--- config.mk ---
export PLATFORM = sky130hd
export DESIGN_NAME = tick_timer32
export DESIGN_NICKNAME = d
export VERILOG_FILES = /design/src/rtl/tmr_pkg.sv /design/src/rtl/tmr_edge_sync.sv /design/src/rtl/tmr_prescaler.sv /design/src/rtl/tmr_ctrl.sv /design/src/rtl/tmr_datapath.sv /design/src/rtl/tick_timer32.sv
export SDC_FILE = /design/constraint.sdc
export NUM_CORES = 1
export LEC_CHECK = 0
export ABC_AREA = 1
export BUFFER_PORTS_ARGS = -buffer_cell sky130_fd_sc_hd__buf_4
export CORE_MARGIN = 2
export CORE_UTILIZATION = 55
export CTS_CLUSTER_SIZE = 25
export DETAILED_ROUTE_END_ITERATION = 16
export PLACE_DENSITY_LB_ADDON = 0.15
export SYNTH_ARGS = -nofsm -noshare
export SYNTH_HDL_FRONTEND = slang
export SYNTH_SLANG_ARGS = --single-unit
--- constraint.sdc ---
create_clock -name clk -period 1.76 [get_ports clk]
set_input_delay 0.44 -clock clk [delete_from_list [all_inputs] [get_ports clk]]
set_output_delay 0.44 -clock clk [all_outputs]
set_load 0.01 [all_outputs]
--- src/rtl/tmr_pkg.sv ---
package tmr_pkg;

  localparam int PRE_W = 8;

  localparam logic [1:0] ADDR_CTRL = 2'd0;
  localparam logic [1:0] ADDR_CNT  = 2'd1;
  localparam logic [1:0] ADDR_PER  = 2'd2;

  typedef struct packed {
    logic       enable;
    logic       idleStop;
    logic       extSel;
    logic       extSync;
    logic [1:0] prescale;
    logic       gateEn;
  } tmr_cfg_t;

  typedef struct packed {
    logic tick;
    logic cntLoad;
    logic perLoad;
    logic flagClr;
  } tmr_strobe_t;

  function automatic logic [PRE_W-1:0] preLast(input logic [1:0] sel);
    case (sel)
      2'd0:    preLast = PRE_W'(0);
      2'd1:    preLast = PRE_W'(7);
      2'd2:    preLast = PRE_W'(63);
      default: preLast = PRE_W'(255);
    endcase
  endfunction

endpackage

--- src/rtl/tmr_edge_sync.sv ---
module tmr_edge_sync #(
  parameter int SYNC_STAGES = 2
) (
  input  logic clk,
  input  logic rstN,
  input  logic extIn,
  input  logic useSync,
  output logic edgeEvt
);

  logic [SYNC_STAGES-1:0] chain;
  logic syncPrev;
  logic rawPrev;

  generate
    if (SYNC_STAGES == 1) begin : g_one
      always_ff @(posedge clk or negedge rstN) begin
        if (!rstN) chain <= '0;
        else       chain <= extIn;
      end
    end else begin : g_many
      always_ff @(posedge clk or negedge rstN) begin
        if (!rstN) chain <= '0;
        else       chain <= {chain[SYNC_STAGES-2:0], extIn};
      end
    end
  endgenerate

  always_ff @(posedge clk or negedge rstN) begin
    if (!rstN) begin
      syncPrev <= 1'b0;
      rawPrev  <= 1'b0;
    end else begin
      syncPrev <= chain[SYNC_STAGES-1];
      rawPrev  <= extIn;
    end
  end

  always_comb begin
    if (useSync) edgeEvt = chain[SYNC_STAGES-1] & ~syncPrev;
    else         edgeEvt = extIn & ~rawPrev;
  end

endmodule

--- src/rtl/tmr_prescaler.sv ---
module tmr_prescaler
  import tmr_pkg::*;
(
  input  logic       clk,
  input  logic       rstN,
  input  logic       clr,
  input  logic       srcEvt,
  input  logic [1:0] sel,
  output logic       tick
);

  logic [PRE_W-1:0] preCnt;
  logic [PRE_W-1:0] lastVal;

  assign lastVal = preLast(sel);
  assign tick    = srcEvt && !clr && (preCnt == lastVal);

  always_ff @(posedge clk or negedge rstN) begin
    if (!rstN)       preCnt <= '0;
    else if (clr)    preCnt <= '0;
    else if (srcEvt) preCnt <= (preCnt == lastVal) ? '0 : preCnt + 1'b1;
  end

endmodule

--- src/rtl/tmr_ctrl.sv ---
module tmr_ctrl
  import tmr_pkg::*;
#(
  parameter int SYNC_STAGES = 2
) (
  input  logic        clk,
  input  logic        rstN,
  input  logic        idleIn,
  input  logic        gateIn,
  input  logic        extClkIn,
  input  logic        wrEn,
  input  logic [1:0]  addr,
  input  logic [7:0]  ctrlData,
  output tmr_cfg_t    cfgQ,
  output tmr_strobe_t stb
);

  logic ctrlWr;
  logic lockout;
  logic running;
  logic extEvt;
  logic srcEvt;
  logic preClr;
  logic tickRaw;

  assign ctrlWr = wrEn && (addr == ADDR_CTRL);

  always_ff @(posedge clk or negedge rstN) begin
    if (!rstN) begin
      cfgQ <= '0;
    end else if (ctrlWr) begin
      cfgQ.enable   <= ctrlData[0];
      cfgQ.idleStop <= ctrlData[1];
      cfgQ.extSel   <= ctrlData[2];
      cfgQ.extSync  <= ctrlData[3];
      cfgQ.prescale <= ctrlData[5:4];
      cfgQ.gateEn   <= ctrlData[6];
    end
  end

  tmr_edge_sync #(.SYNC_STAGES(SYNC_STAGES)) u_edge (
    .clk     (clk),
    .rstN    (rstN),
    .extIn   (extClkIn),
    .useSync (cfgQ.extSync),
    .edgeEvt (extEvt)
  );

  assign running = cfgQ.enable && !(cfgQ.idleStop && idleIn);

  always_comb begin
    if (cfgQ.extSel)      srcEvt = extEvt;
    else if (cfgQ.gateEn) srcEvt = gateIn;
    else                  srcEvt = 1'b1;
    srcEvt = srcEvt && running;
  end

  assign preClr = !cfgQ.enable || ctrlWr;

  tmr_prescaler u_pre (
    .clk    (clk),
    .rstN   (rstN),
    .clr    (preClr),
    .srcEvt (srcEvt),
    .sel    (cfgQ.prescale),
    .tick   (tickRaw)
  );

  assign lockout = cfgQ.enable && cfgQ.extSel && cfgQ.extSync;

  always_comb begin
    stb.tick    = tickRaw;
    stb.cntLoad = wrEn && (addr == ADDR_CNT) && !lockout;
    stb.perLoad = wrEn && (addr == ADDR_PER);
    stb.flagClr = ctrlWr && ctrlData[7];
  end

endmodule

--- src/rtl/tmr_datapath.sv ---
module tmr_datapath
  import tmr_pkg::*;
#(
  parameter int W = 32
) (
  input  logic         clk,
  input  logic         rstN,
  input  tmr_strobe_t  stb,
  input  logic [W-1:0] wrData,
  output logic [W-1:0] countQ,
  output logic [W-1:0] periodQ,
  output logic         flagQ
);

  logic wrapNow;

  assign wrapNow = stb.tick && !stb.cntLoad && (countQ == periodQ);

  always_ff @(posedge clk or negedge rstN) begin
    if (!rstN)            countQ <= '0;
    else if (stb.cntLoad) countQ <= wrData;
    else if (wrapNow)     countQ <= '0;
    else if (stb.tick)    countQ <= countQ + 1'b1;
  end

  always_ff @(posedge clk or negedge rstN) begin
    if (!rstN)            periodQ <= '0;
    else if (stb.perLoad) periodQ <= wrData;
  end

  always_ff @(posedge clk or negedge rstN) begin
    if (!rstN)            flagQ <= 1'b0;
    else if (wrapNow)     flagQ <= 1'b1;
    else if (stb.flagClr) flagQ <= 1'b0;
  end

endmodule

--- src/rtl/tick_timer32.sv ---
module tick_timer32
  import tmr_pkg::*;
#(
  parameter int W           = 32,
  parameter int SYNC_STAGES = 2
) (
  input  logic         clk,
  input  logic         rstN,
  input  logic         idleIn,
  input  logic         gateIn,
  input  logic         extClkIn,
  input  logic         wrEn,
  input  logic [1:0]   addr,
  input  logic [W-1:0] wrData,
  output logic [W-1:0] rdData,
  output logic         matchFlag
);

  localparam int CFG_BITS = 9;

  tmr_cfg_t    cfgQ;
  tmr_strobe_t stb;
  logic [W-1:0] countVal;
  logic [W-1:0] periodVal;
  logic [CFG_BITS-1:0] cfgWord;

  tmr_ctrl #(.SYNC_STAGES(SYNC_STAGES)) u_ctrl (
    .clk      (clk),
    .rstN     (rstN),
    .idleIn   (idleIn),
    .gateIn   (gateIn),
    .extClkIn (extClkIn),
    .wrEn     (wrEn),
    .addr     (addr),
    .ctrlData ({wrData[8], wrData[6:0]}),
    .cfgQ     (cfgQ),
    .stb      (stb)
  );

  tmr_datapath #(.W(W)) u_dp (
    .clk     (clk),
    .rstN    (rstN),
    .stb     (stb),
    .wrData  (wrData),
    .countQ  (countVal),
    .periodQ (periodVal),
    .flagQ   (matchFlag)
  );

  assign cfgWord = {matchFlag, 1'b0, cfgQ.gateEn, cfgQ.prescale,
                    cfgQ.extSync, cfgQ.extSel, cfgQ.idleStop, cfgQ.enable};

  always_comb begin
    case (addr)
      ADDR_CTRL: rdData = W'(cfgWord);
      ADDR_CNT:  rdData = countVal;
      ADDR_PER:  rdData = periodVal;
      default:   rdData = '0;
    endcase
  end

endmodule

=== Word level (Yosys, flattened, before mapping) ===
Cells that the tools add are included.

* Reductions and logical operators: 25
* Eq/ne operators: 6
* Bitwise gates (word level): 4
* Mux-type cells: 13
* $add $sub $neg: 2

{| class="wikitable"
|+ Operators with widths
! operator !! number
|-
| $mux 32 || 3
|-
| $pmux 32 s3 || 1
|-
| $add 32x1->32 const B || 1
|-
| $eq 32x32->1 || 1
|-
| $mux 8 || 3
|-
| $pmux 8 s3 || 1
|-
| $logic_and 1x1->1 || 14
|-
| $add 8x1->8 const B || 1
|-
| $eq 8x8->1 || 1
|-
| $logic_not 1->1 || 5
|-
| $mux 1 || 5
|-
| $eq 2x1->1 const B || 2
|-
| $eq 2x2->1 const B || 2
|-
| $logic_not 2->1 || 2
|-
| $reduce_bool 2->1 || 2
|-
| $reduce_bool 3->1 || 1
|-
| $and 1x1->1 || 2
|-
| $not 1->1 || 2
|-
| $logic_or 1x1->1 || 1
|}

* Logic and storage cells: 63
* Flip-flop bits (word level): 84
* Bits of input ports: 40
* Output and inout port bits: 33

=== Longest topological paths before layout ===
* Depth after elaboration: 11
* Gate-level depth with buffers: 12
* Gate-level depth less buffers: 11

=== Modules after synthesis ===
Synthesis repeated with hierarchy kept, for this count alone.

* Cell total of the unflattened synthesis: 862
* Area total of the unflattened synthesis: 5776.8 µm²

{| class="wikitable"
|+ Modules (own cells, without submodules)
! module !! cells each !! seq. area each (µm²) !! area each (µm²) !! instances
|-
| tmr_datapath || 611 || 1626.6 || 4199.0 || 1
|-
| tmr_prescaler || 78 || 200.2 || 553.0 || 1
|-
| tick_timer32 || 115 || 0.0 || 546.8 || 1
|-
| tmr_ctrl || 49 || 175.2 || 372.9 || 1
|-
| tmr_edge_sync || 9 || 75.1 || 105.1 || 1
|}

=== Least setup slack after synthesis ===
No wires, ideal clock.

* Path kind: input to output
* Start: in addr[0]
* End: out rdData[17]
* Arrival: 1240 ps
* Data required time: 1320 ps
* Setup slack: 80 ps
* Buffers on the path: 1
* Cell stages on the path: 5
* Cell sequence: inv_1 > nor2_4 > inv_1 > clkbuf_1 > o21ai_0

* Word-level cells in the longest chain between the ends: 2
* Elaborated cells between the ends (all ways): 4
* Those cells by class: eq/ne (2); mux (1); reduce/logical (1)

{| class="wikitable"
|+ RTL lines
! item !! RTL line !! source
|-
| from (decl) || tick_timer32.sv:13 || <nowiki>input logic [1:0] addr,</nowiki>
|-
| $eq 2x2->1 (tied with other cells) || tick_timer32.sv:54 || <nowiki>case (addr)</nowiki>
|-
| $pmux 32 s3 (*) || tick_timer32.sv:54 ||
|-
| to (decl) || tick_timer32.sv:15 || <nowiki>output logic [W-1:0] rdData,</nowiki>
|}

Mark *: on every way between the ends. The rest lies on a longest branch, timed or not.

=== Worst setup path in the final report ===
* Start: in addr[0]
* End: out rdData[4]

Same word-level chain as after synthesis.

==> flow_summary.yaml <==
status:
  outcome: "finished with violations"
  failing_checks: "setup timing"
clock_network:
  htreeDepth: 3
  tritoncts: "built"
  cts_buffer_depth: 2
  worst_skew_pair.late_latency_ns: 0.37
  cts.sinks: 83
  cts-buffers-inserted: 9
  clk_transition_reported_paths_ns: 0.08
  cts_hold_repair.buffers: 0
  cts_root_buffer: "sky130_fd_sc_hd__clkbuf_8"
floorplan:
  die_y_um: 105
  fp.dieW_um: 105
  initial_core_util_pct: 55.7
  die_area_um2: 11100
  placement_rows: 37
  floorplan.core_area_um2: 10100
  design.portCount: 73
logic_synthesis:
  synth.ff_latch_count: 83
  synth_enable_flop_cells: 0
  synth_commonest_cells: "sky130_fd_sc_hd__nand2_1, sky130_fd_sc_hd__inv_1, sky130_fd_sc_hd__nand3_1, sky130_fd_sc_hd__dfrtp_1, sky130_fd_sc_hd__nor2_1"
  synth_top_cell_area_share_pct: 36.8
  async_flop_share_pct: 100
  netlist-cell-type-count: 34
  ys_seq_area_share_pct: 36.8
  netlist_instances: 818
  synth_area_per_cell_um2: 6.91
  post_synth_main_area_contributors: "sky130_fd_sc_hd__dfrtp_1, sky130_fd_sc_hd__nand2_1, sky130_fd_sc_hd__nand3_1, sky130_fd_sc_hd__inv_1, sky130_fd_sc_hd__xnor2_1"
  syn-cell-area_um2: 5650
  synth_net_count: 860
  yosysTopAreaCell: "sky130_fd_sc_hd__dfrtp_1"
  synth_ff_type: "sky130_fd_sc_hd__dfrtp_1"
  synth.yosys.warnings: 0
  post-synth-top-count-cell: "sky130_fd_sc_hd__nand2_1"
sta:
  timing.fmax_mhz: 566
  tightestPinTransition_ns: 0.474
  finalWorstPathRequiredPeriod_ns: 1.77
  worst_slew_margin_rel_pct: 68.4
  final_setup_fails: 1
  rsz0062_at_grt: "true"
  final.hold.worst_slack_ns: 0.0718
  layout_setup_ws_ns: -0.00523
  timing.final.hold_violations: 0
  min_period_over_period_pct: 100
  maxSlewViolCount: 0
  worst_clock_skew_ns: 0.0105
power:
  power.internal_mw: 4.18
  power_density_nw_per_um2: 967
  p_switching_mw: 2.62
  power.static_leakage_nw: 3.53
  power_frac_comb_pct: 39.0
  sequentialPowerShare_pct: 40.7
  power.ir.vdd_worst_mv: 0.477
  power.switching_fraction_pct: 38.5
  relative_contribution_of_the_clock_network_to_total_power_pct: 20.2
final_layout:
  finish.net_count: 959
  multi_input_comb_area_um2: 3060
  count_of_fill_cells_added_during_filler_insertion: 896
  n_antenna_cell: 0
  final_layout_size_suffix_gt1_share_pct: 23.8
  register_area_um2: 2090
  final_core_utilization_pct: 69.4
  syn2layout_area_growth_pct: 24.4
critical_path:
  series_of_cell_instances_along_the_critical_path: "buf_4 -> inv_1 -> nor2_4 -> inv_2 -> buf_4 -> o221ai_1 -> buf_4"
  slowest_delay_ns: 0.20
  critPathSlowestCell: "sky130_fd_sc_hd__o221ai_1"
  critical-path-top-cell-by-count: "sky130_fd_sc_hd__buf_4"
  cp_data_arrival_time_ns: 1.33
  startpoint_type: "primary input"
  worst_path_required_ns: 1.32
  cp-end-kind: "primary output"
  worst-path-max-fanout: 7
  type_of_the_worst_setup_path: "primary input to primary output"
placed_design:
  port_buffer_count: 72
  detailed_place_hpwl_um: 11700
  place.gp.congestion: 0.921
run:
  maxCapViolCount: 0
detailed_routing:
  drcViolationCount: 0
  drt_iter0_drc: 435
  drt-pass1-iter-count: 6
  final_antenna_net_count: 0
  routed_wl_um: 16500
  routed-via-count: 5761
  drt-vias-per-instance: 5.46
  wl_per_cell_um: 15.6
grt:
  grt_max_degree: 84
  antenna_found_initial: 0
  global_route.overflow_total: 0
  first_global_vias: 5445
  global_route_wire_length_before_repair_um: 26600
  groute.usage.overall_pct: 29.9
min_path:
  hold_path_class: "primary input to async pin"
## power by group through the flow
stage,clock (mW),combinational [mW],sequential [mW]
after floorplan,0,1.64,2.63
after global placement,0,2.41,2.74
after detailed placement,0,2.46,2.77
after CTS,1.39,2.48,2.73
after global routing,1.48,2.96,2.82
final,1.37,2.65,2.77
## cell type report
cell class / instances / share of cell area [%]
tap: 136 / 2.42
clock buffer: 11 / 2.01
sequential: 83 / 29.8
inverter: 118 / 6.30
multi-input combinational: 582 / 43.5
clock inverter: 3 / 0.569
timing repair buffer: 123 / 15.4
## critical path: cells and delay by family
kind            cells  cell delay (ns)
buf+inv             5             0.60
compound gates      1             0.20
simple gates        1             0.09
## stage by stage
step	power, mW	setup slack [ns]	std cells	TNS [ns]	area, um^2
after CTS	6.60	-0.0255	1046	-0.0624	6760
after detailed placement	5.23	-0.0218	1031	-0.0495	6570
after floorplan	4.27	0.0799	818	0	5650
after global placement	5.15	-0.0246	1031	-0.0348	6570
after global routing	7.26	-0.0617	1056	-0.290	7030
final	6.80	-0.00523	1056	-0.00523	7030
## layer usage
metal | vias to the layer above | track usage (%) | wire [um]
li1 | 2754 | - | -
met1 | 2736 | 42.9 | 7240
met2 | 245 | 46.1 | 7600
met3 | 26 | 4.95 | 1280
met4 | 0 | 9.71 | 358
met5 | - | 0 | 0
## flip-flops by register name, indices dropped and copies added, names as in the netlist
name and cells:
u_dp.periodQ 32, u_dp.flagQ 1, u_ctrl.cfgQ 7, u_ctrl.u_edge.syncPrev 1
u_ctrl.u_edge.chain 2, u_dp.countQ 32, u_ctrl.u_pre.preCnt 8
## cells in the final DEF (no fill, tap or decap), types with 14 or more instances in the layout
cell type and n:
sky130_fd_sc_hd__inv_1 106, sky130_fd_sc_hd__buf_4 108, sky130_fd_sc_hd__dfrtp_2 14, sky130_fd_sc_hd__dfrtp_1 69
sky130_fd_sc_hd__mux2_2 22, sky130_fd_sc_hd__xor2_1 17, sky130_fd_sc_hd__o21ai_0 26, sky130_fd_sc_hd__nand3_1 96
sky130_fd_sc_hd__nand2_1 266, sky130_fd_sc_hd__nor2_1 48, sky130_fd_sc_hd__xnor2_1 30
## cells by family (layout without fill, tap and decap cells)
logic type      after synthesis  count (layout)  share of synthesized area (%)
buf+inv                     154             255                           11.2
mux                          22              22                           4.38
compound gates               61              61                           6.35
xor+xnor                     48              48                           7.44
fa+ha+maj                     2               2                          0.443
flops                        83              83                           36.8
simple gates                448             449                           33.4
## worst paths after layout
kind | startpoint | to | slack (ns) | cells after the start
setup / recovery | addr[0] | rdData[4] | -0.005 | 7
hold / removal | rstN | u_ctrl.u_pre.preCnt[3] | 0.07 | 2
setup reg to reg | u_dp.countQ[0] | u_dp.countQ[28] | 0.05 | 11
hold reg to reg | u_ctrl.u_edge.chain[1] | u_ctrl.u_edge.syncPrev | 0.38 | 0
max in group asynchronous | rstN | u_dp.countQ[19] | 1.27 | 2
min in group clk | extClkIn | u_ctrl.u_edge.chain[0] | 0.20 | 1
## what timing repair did
action                     4_1_cts  5_1_grt
pin swaps                        1        3
setup buffers                    0        7
cloned                           1        3
resized for setup                7       60
setup endpoints to repair       11       64
Note: power is estimated with default switching activity, not from simulation.
